<file path="config.mk">
export PLATFORM = sky130hd
export DESIGN_NAME = sys_cfg_regs
export DESIGN_NICKNAME = d
export VERILOG_FILES = /design/src/rtl/cfgreg_pkg.sv /design/src/rtl/cfg_unlock_arm.sv /design/src/rtl/cfg_guarded_word.sv /design/src/rtl/cfg_fall_pulse.sv /design/src/rtl/sys_cfg_regs.sv
export SDC_FILE = /design/constraint.sdc
export NUM_CORES = 1
export LEC_CHECK = 0
export ABC_AREA = 1
export ABC_CLOCK_PERIOD_IN_PS = 2300
export CORE_MARGIN = 2
export CORE_UTILIZATION = 45
export DETAILED_ROUTE_END_ITERATION = 8
export MAX_ROUTING_LAYER = met4
export PLACE_DENSITY = 0.86
export SLEW_MARGIN = 20
export SYNTH_ARGS = -nofsm -noshare
export SYNTH_HDL_FRONTEND = slang
export SYNTH_HIERARCHICAL = 1
export SYNTH_SLANG_ARGS = --single-unit
export TNS_END_PERCENT = 20
</file>
<file path="constraint.sdc">
create_clock -name clk -period 2.3 [get_ports clk]
set_input_delay 0.345 -clock clk [delete_from_list [all_inputs] [get_ports clk]]
set_output_delay 0.345 -clock clk [all_outputs]
set_load 0.02 [all_outputs]
</file>
<file path="src/rtl/cfgreg_pkg.sv">
package cfgreg_pkg;
  localparam int unsigned SLOT_LOCK   = 0;
  localparam int unsigned SLOT_DEVCFG = 1;
  localparam int unsigned SLOT_CLKDIV = 2;
  localparam int unsigned SLOT_INFO   = 3;
  localparam int unsigned NUM_GUARDED = 2;

  // slot index of guarded word g
  function automatic int unsigned guarded_slot(input int unsigned g);
    return (g == 0) ? SLOT_DEVCFG : SLOT_CLKDIV;
  endfunction

  // revision field placed into an otherwise zero word (64-bit carrier)
  function automatic logic [63:0] place_field(input logic [63:0] value,
                                              input int unsigned lsb,
                                              input int unsigned width);
    logic [63:0] mask;
    mask = (64'd1 << width) - 64'd1;
    return (value & mask) << lsb;
  endfunction
endpackage

</file>
<file path="src/rtl/cfg_unlock_arm.sv">
module cfg_unlock_arm #(
  parameter int unsigned DATA_W = 32,
  parameter logic [7:0]  KEY    = 8'hAA
) (
  input  logic              clk,
  input  logic              rst_n,
  input  logic              wr_fire,
  input  logic              lock_hit,
  input  logic [DATA_W-1:0] wdata,
  output logic              armed
);
  localparam logic [DATA_W-1:0] KEY_WORD = DATA_W'(KEY);

  logic key_seen;
  assign key_seen = lock_hit && (wdata == KEY_WORD);

  always_ff @(posedge clk or negedge rst_n) begin
    if (!rst_n)       armed <= 1'b0;
    else if (wr_fire) armed <= key_seen;
  end

  // no write, no change of lock state
  p_idle_hold_r7: assert property (@(posedge clk) disable iff (!rst_n)
    !wr_fire |=> $stable(armed));
  // a write to any other slot consumes the unlock
  p_consume_r5: assert property (@(posedge clk) disable iff (!rst_n)
    (wr_fire && !lock_hit) |=> !armed);
endmodule

</file>
<file path="src/rtl/cfg_guarded_word.sv">
module cfg_guarded_word #(
  parameter int unsigned       DATA_W = 32,
  parameter logic [DATA_W-1:0] INIT   = '0
) (
  input  logic              clk,
  input  logic              rst_n,
  input  logic              sel_wr,
  input  logic              armed,
  input  logic [DATA_W-1:0] wdata,
  output logic [DATA_W-1:0] q
);
  logic accept;
  assign accept = sel_wr && armed;

  always_ff @(posedge clk or negedge rst_n) begin
    if (!rst_n)      q <= INIT;
    else if (accept) q <= wdata;
  end

  // an unlocked write lands
  p_take_r3: assert property (@(posedge clk) disable iff (!rst_n)
    (sel_wr && armed) |=> (q == $past(wdata)));
  // a locked write is dropped
  p_drop_r4: assert property (@(posedge clk) disable iff (!rst_n)
    (sel_wr && !armed) |=> $stable(q));
endmodule

</file>
<file path="src/rtl/cfg_fall_pulse.sv">
module cfg_fall_pulse #(
  parameter logic INIT = 1'b0
) (
  input  logic clk,
  input  logic rst_n,
  input  logic level,
  output logic pulse
);
  logic level_d;

  always_ff @(posedge clk or negedge rst_n) begin
    if (!rst_n) level_d <= INIT;
    else        level_d <= level;
  end

  assign pulse = level_d && !level;

  // never two cycles in a row
  p_single_r9: assert property (@(posedge clk) disable iff (!rst_n)
    pulse |=> !pulse);
endmodule

</file>
<file path="src/rtl/sys_cfg_regs.sv">
module sys_cfg_regs
  import cfgreg_pkg::*;
#(
  parameter int unsigned DATA_W      = 32,
  parameter int unsigned ADDR_W      = 4,
  parameter logic [7:0]  KEY         = 8'hAA,
  parameter logic [DATA_W-1:0] DEVCFG_INIT = '0,
  parameter logic [DATA_W-1:0] CLKDIV_INIT = '0,
  parameter int unsigned SWRST_BIT   = 31,
  parameter int unsigned REV         = 5,
  parameter int unsigned REV_LSB     = 28,
  parameter int unsigned REV_W       = 4
) (
  input  logic              clk,
  input  logic              rst_n,
  input  logic              wr_en_i,
  input  logic              rd_en_i,
  input  logic [ADDR_W-1:0] addr_i,
  input  logic [DATA_W-1:0] wdata_i,
  output logic [DATA_W-1:0] rdata_o,
  output logic [DATA_W-1:0] devcfg_o,
  output logic [DATA_W-1:0] clkdiv_o,
  output logic              sw_reset_req_o
);
  localparam logic [DATA_W-1:0] INFO_WORD =
    DATA_W'(place_field(64'(REV), REV_LSB, REV_W));

  // named internal events
  logic lock_hit, info_hit, armed;
  logic [NUM_GUARDED-1:0] g_hit;
  logic [DATA_W-1:0] g_q [NUM_GUARDED];

  assign lock_hit = (addr_i == ADDR_W'(SLOT_LOCK));
  assign info_hit = (addr_i == ADDR_W'(SLOT_INFO));

  cfg_unlock_arm #(.DATA_W(DATA_W), .KEY(KEY)) u_arm (
    .clk(clk), .rst_n(rst_n), .wr_fire(wr_en_i), .lock_hit(lock_hit),
    .wdata(wdata_i), .armed(armed)
  );

  for (genvar g = 0; g < NUM_GUARDED; g++) begin : gen_word
    localparam logic [DATA_W-1:0] W_INIT = (g == 0) ? DEVCFG_INIT : CLKDIV_INIT;
    assign g_hit[g] = (addr_i == ADDR_W'(guarded_slot(g)));
    cfg_guarded_word #(.DATA_W(DATA_W), .INIT(W_INIT)) u_word (
      .clk(clk), .rst_n(rst_n), .sel_wr(wr_en_i && g_hit[g]),
      .armed(armed), .wdata(wdata_i), .q(g_q[g])
    );
  end

  assign devcfg_o = g_q[0];
  assign clkdiv_o = g_q[1];

  cfg_fall_pulse #(.INIT(DEVCFG_INIT[SWRST_BIT])) u_rst (
    .clk(clk), .rst_n(rst_n), .level(devcfg_o[SWRST_BIT]),
    .pulse(sw_reset_req_o)
  );

  always_comb begin
    rdata_o = '0;
    if (rd_en_i) begin
      if (lock_hit)      rdata_o = DATA_W'(armed);
      else if (g_hit[0]) rdata_o = g_q[0];
      else if (g_hit[1]) rdata_o = g_q[1];
      else if (info_hit) rdata_o = INFO_WORD;
    end
  end

  // pulse only on a 1 -> 0 step of the reset bit
  p_cause_r9: assert property (@(posedge clk) disable iff (!rst_n)
    sw_reset_req_o |-> ($past(devcfg_o[SWRST_BIT]) && !devcfg_o[SWRST_BIT]));
  // a non-key lock write leaves the block locked
  p_nonkey_r6: assert property (@(posedge clk) disable iff (!rst_n)
    (wr_en_i && lock_hit && wdata_i != DATA_W'(KEY)) |=> !armed);
  // info writes never reach the guarded words
  p_info_ro_r8: assert property (@(posedge clk) disable iff (!rst_n)
    (wr_en_i && info_hit) |=> ($stable(devcfg_o) && $stable(clkdiv_o)));
  // lock read reports the armed state in bit 0 only
  p_lock_read_r2: assert property (@(posedge clk) disable iff (!rst_n)
    (rd_en_i && lock_hit) |-> (rdata_o[DATA_W-1:1] == '0));
endmodule

</file>
# --- After elaboration in Yosys (flattened, before gate mapping) ---
# Index checks and enable logic that the tools add are counted.
word_totals:
  output_inout_bits: 97
  elab_cells: 21
  ff_bits: 66
classes:
  n_reduce_logical: 8
  eq_ne: 4
  muxes: 5
op_table:
  columns: ["op", "count"]
  rows:
  - ["2-to-1 mux 32 bit", 4]
  - ["equality test 32 x 8 -> 1 bit (second input constant)", 1]
  - ["2-to-1 mux 31 bit", 1]
  - ["equality test 4 x 2 -> 1 bit (second input constant)", 2]
  - ["logical AND 1 bit", 6]
  - ["equality test 4 x 1 -> 1 bit (second input constant)", 1]
  - ["logical NOT 4 bit", 1]
  - ["logical NOT 1 bit", 1]

# --- Longest topological paths before layout ---
depth:
  word_depth: 6
  ltp_mapped: 11

# --- Modules after synthesis ---
# The synthesis kept the hierarchy.
by_module_without_submodules:
  columns: ["module", "cells_each", "area_each_um2", "instances"]
  rows:
  - ["cfg_guarded_word", 140, 1367.6, 2]
  - ["sys_cfg_regs", 132, 655.6, 1]
  - ["cfg_unlock_arm", 36, 178.9, 1]
  - ["cfg_fall_pulse", 3, 35.0, 1]

# --- Worst setup path after synthesis ---
# Ideal clock, no wire load.
synth_path:
  path_type: "input to output"
  from: "input port addr_i[3]"
  to: "output port rdata_o[28]"
  path_buffers: 2
  stages: 5
  arrival_ps: 1307
  path_slack_ps: 648
  t_required_ps: 1955
  cell_sequence: "nor2_2 -> buf_4 -> buf_4 -> nand2_1 -> nor3_1"
synth_between:
  elab_chain_cells: 6
  word_cells_on_any_way: 9
  cone_classes: "3 x eq/ne; 5 x mux; 1 x reduce/logical"
synth_lines:
  columns: ["item", "line_no", "source"]
  rows:
  - ["start: declaration", "sys_cfg_regs.sv:18", "input logic [ADDR_W-1:0] addr_i,"]
  - ["equality test 4 x 2 -> 1 bit", "sys_cfg_regs.sv:34", "assign info_hit = (addr_i == ADDR_W'(SLOT_INFO));"]
  - ["2-to-1 mux 31 bit", "sys_cfg_regs.sv:64", "else if (info_hit) rdata_o = INFO_WORD;"]
  - ["2-to-1 mux 32 bit", "sys_cfg_regs.sv:63", "else if (g_hit[1]) rdata_o = g_q[1];"]
  - ["2-to-1 mux 32 bit", "sys_cfg_regs.sv:62", "else if (g_hit[0]) rdata_o = g_q[0];"]
  - ["2-to-1 mux 32 bit (*)", "sys_cfg_regs.sv:61", "if (lock_hit) rdata_o = DATA_W'(armed);"]
  - ["2-to-1 mux 32 bit (*)", "sys_cfg_regs.sv:60", "if (rd_en_i) begin"]
  - ["end: declaration", "sys_cfg_regs.sv:20", "output logic [DATA_W-1:0] rdata_o,"]
# Mark *: on every way between the ends. The rest lies on a longest branch, timed or not.

# --- Final worst setup path ---
layout_path:
  from: "input port addr_i[0]"
  to: "output port rdata_o[23]"
layout_between:
  elab_chain_cells: 5
  word_cells_on_any_way: 7
  cone_classes: "2 x eq/ne; 4 x mux; 1 x reduce/logical"
layout_lines:
  columns: ["item", "line_no", "source"]
  rows:
  - ["equality test 4 x 2 -> 1 bit", "sys_cfg_regs.sv:43", "assign g_hit[g] = (addr_i == ADDR_W'(guarded_slot(g)));"]
  - ["2-to-1 mux 32 bit", "sys_cfg_regs.sv:63", null]
  - ["2-to-1 mux 32 bit", "sys_cfg_regs.sv:62", null]
  - ["2-to-1 mux 32 bit (*)", "sys_cfg_regs.sv:61", null]
  - ["2-to-1 mux 32 bit (*)", "sys_cfg_regs.sv:60", null]
# Marks and branches as above.

==> impl_metrics.py <==
metrics = {
    "setup_path": {
        "cp-end-kind": "primary output",
        "slowest_delay_ns": 0.55,
        "start_kind": "input pin",
        "worstSetupPathType": "input pin to primary output",
        "cp_slowest_cell": "clkdlybuf4s50_1",
        "crit_required_ns": 1.96,
        "crit_family": "buffers and inverters",
        "cp_data_arrival_time_ns": 1.92,
        "cp-startpoint": "addr_i[0]",
        "worstPathMaxFanout": 11,
        "r2r_start": "u_arm/armed",
        "path_cells": "clkdlybuf4s50_1 -> inv_2 -> nor2_4 -> buf_12 -> nand3_1 -> a21oi_1 -> buf_2",
        "cp_num_buf_inv": 4,
    },
    "floorplan": {
        "io_pins": 137,
        "die_y_um": 93.50,
        "start_util_pct": 46.65,
        "dieWidth_um": 93.50,
        "core_area_um2": 7727,
        "row_count": 32,
        "fp.dieArea_um2": 8742,
    },
    "detailed_routing": {
        "wl_per_cell_um": 15.83,
        "drtIter0Drc": 239,
        "dr.pass1.iters": 6,
        "vias": 3693,
        "viasPerCell": 5.368,
        "wirelength_um": 10890,
        "antenna_left": 0,
        "drc": 0,
    },
    "grt": {
        "antenna_found_initial": 0,
        "grt_overflow": 0,
        "grt_max_degree": 68,
        "grt_pass1_vias": 3537,
        "grt_pass1_wl_um": 17750,
        "gr-usage-all-layers_pct": 26.65,
    },
    "timing": {
        "finalCriticalPeriod_ns": 2.261,
        "finalHoldViolCount": 0,
        "relSlewSlack_pct": 48.93,
        "rsz0062_at_grt": "true",
        "fin_crit_sh_pct": 98.30,
        "slew_viol_final": 0,
        "worstMarginPinSlew_ns": 0.7660,
        "setup_ws_ns": 0.03913,
        "setup_violations": 0,
        "fmax_ghz": 0.4423,
        "fin_skew_ns": 0.01047,
    },
    "placed_design": {
        "dp_hpwl_um": 7738,
        "place.gp.congestion": 0.8691,
        "io_buffers": 136,
        "pre_cts_slack_ns": -0.3056,
        "dpl.cell_count": 672,
    },
    "cells_and_area": {
        "stdcell_count": 688,
        "final_common_cell": "nand2_1",
        "syn_to_final_growth_pct": 42.45,
        "drive_gt1_share_pct": 16.55,
        "layout_common_cells": "nand2_1 (125), nand3_1 (124), clkdlybuf4s50_1 (102), dfrtp_1 (65), a21oi_1 (30)",
        "final_nets": 621,
        "diodes": 0,
    },
    "pwr": {
        "peakVddDrop_v": 0.0003104,
        "p_leak_nw": 2.414,
        "p_per_area_nw_per_um2": 499.2,
    },
    "clock_network": {
        "numCtsBuffers": 9,
        "ctsHtreeMaxLevel": 3,
        "clk_pin_slew_ns": 0.07,
        "clock-sinks": 66,
        "root_buffer": "clkbuf_8",
        "cts_setup_buffers": 0,
        "worst_skew_pair.late_latency_ns": 0.34,
        "cts_tree": "yes",
        "max-clock-path-buffers": 2,
    },
    "worst_hold_path": {
        "min-delay-path-class": "input pin to async pin",
    },
    "run": {
        "max-cap-violations": 0,
    },
    "logic_synthesis": {
        "yosysWarnings": 6,
        "syn_area_um2": 3605,
        "syn_avg_cell_area_um2": 7.993,
        "ys_types": 24,
        "synthCells": 451,
        "ys_ff_latch": 66,
        "yosysSeqAreaShare_pct": 45.82,
        "synth_nets": 491,
    },
    "outcome": {
        "status": "complete, no violations",
    },
}
sequential cells by signal, summed over array words and instances, names as in the netlist:
name               count
u_arm/armed            1
gen_word.u_word/q     64
u_rst/level_d          1
worst register-to-register path: stages (launching register included):
cell	delay, ns
dfrtp_2	0.36
buf_4	0.58
nand2_8	0.33
nand2_1	0.16
nand2_1	0.07
path summary, 6_finish.rpt:
| kind | slack [ns] | end | depth (start not counted) |
|---|---|---|---|
| setup / recovery | 0.04 | rdata_o[23] | 7 |
| hold / removal | 0.07 | gen_word[1].u_word/q[18] | 1 |
| setup reg to reg | 0.69 | gen_word[0].u_word/q[23] | 4 |
| hold reg to reg | 0.47 | u_rst/level_d | 0 |
| max in group asynchronous | 1.56 | u_arm/armed | 2 |
| min in group clk | 0.47 | u_rst/level_d | 0 |
through the flow:
step | instance area (um2) | TNS (ns) | util (%) | total power [mW] | hold slack [ns]
2_1_floorplan | 3605 | 0 | - | 1.309 | 0.04941
3_3_place_gp | 5051 | -6.364 | 65.37 | 1.500 | 0.4537
3_5_place_dp | 5051 | -7.976 | 65.37 | 1.506 | 0.4563
4_1_cts | 5235 | 0 | 67.75 | 2.582 | 0.09421
5_1_grt | 5135 | -0.01093 | 66.45 | 2.666 | 0.1138
6_report | 5135 | 0 | 66.45 | 2.563 | 0.06910
metal layers:
metal	global-route usage, %	vias to the layer above	part of all wire [%]
met2	41.97	184	49
met1	34.83	1746	41
met3	3.787	24	7.5
li1	-	1739	-
met4	10.91	0	2.7
met5	-	-	0
cell type report:
type | count | area [um2]
clock inverters | 4 | 75.07
multi-input cells | 337 | 1609
repair buffers | 157 | 1488
flip-flops and latches | 66 | 1653
inverters | 10 | 37.54
clock buffers | 12 | 145.1
well taps | 102 | 127.6
fillers | 660 | 2592
timing repair:
action,in CTS,in global routing
gates resized for setup,37,55
hold buffers,0,0
setup endpoints to repair,32,32
report_power, final:
group | total, mW | switching [mW] | internal (mW)
clock | 1.08 | 0.440 | 0.641
sequential | 1.19 | 0.0137 | 1.17
combinational | 0.295 | 0.163 | 0.132
total | 2.56 | 0.616 | 1.95
cells in the mapped netlist:
cell	instances	share of area [%]
buf_6	14	4.4
clkbuf_1	4	0.42
a21oi_1	30	4.2
nand2_8	2	1.1
inv_2	2	0.21
o211ai_1	1	0.21
buf_4	11	2.3
nor2_4	1	0.31
buf_12	2	1.1
buf_2	6	0.83
nand2_1	126	13
nor2_1	23	2.4
or2_0	1	0.17
dfrtp_1	66	46
inv_1	8	0.83
nor2_2	3	0.52
nand2_2	20	3.5
nand3b_1	1	0.21
nand3_1	124	17
nand4_2	1	0.35
and2_0	1	0.17
buf_1	1	0.10
nor3_1	2	0.28
o21bai_2	1	0.31
cell families (layout without fill, tap and decap cells):
kind of cell / after synthesis / count (layout) / share of synthesized area, %
DFF: 66 / 66 / 45.82
and+or+nand+nor: 305 / 305 / 39.33
AOI/OAI and AO/OA: 32 / 32 / 4.686
buffers and inverters: 48 / 183 / 10.17
No activity file was read; power rests on OpenSTA's default activity.
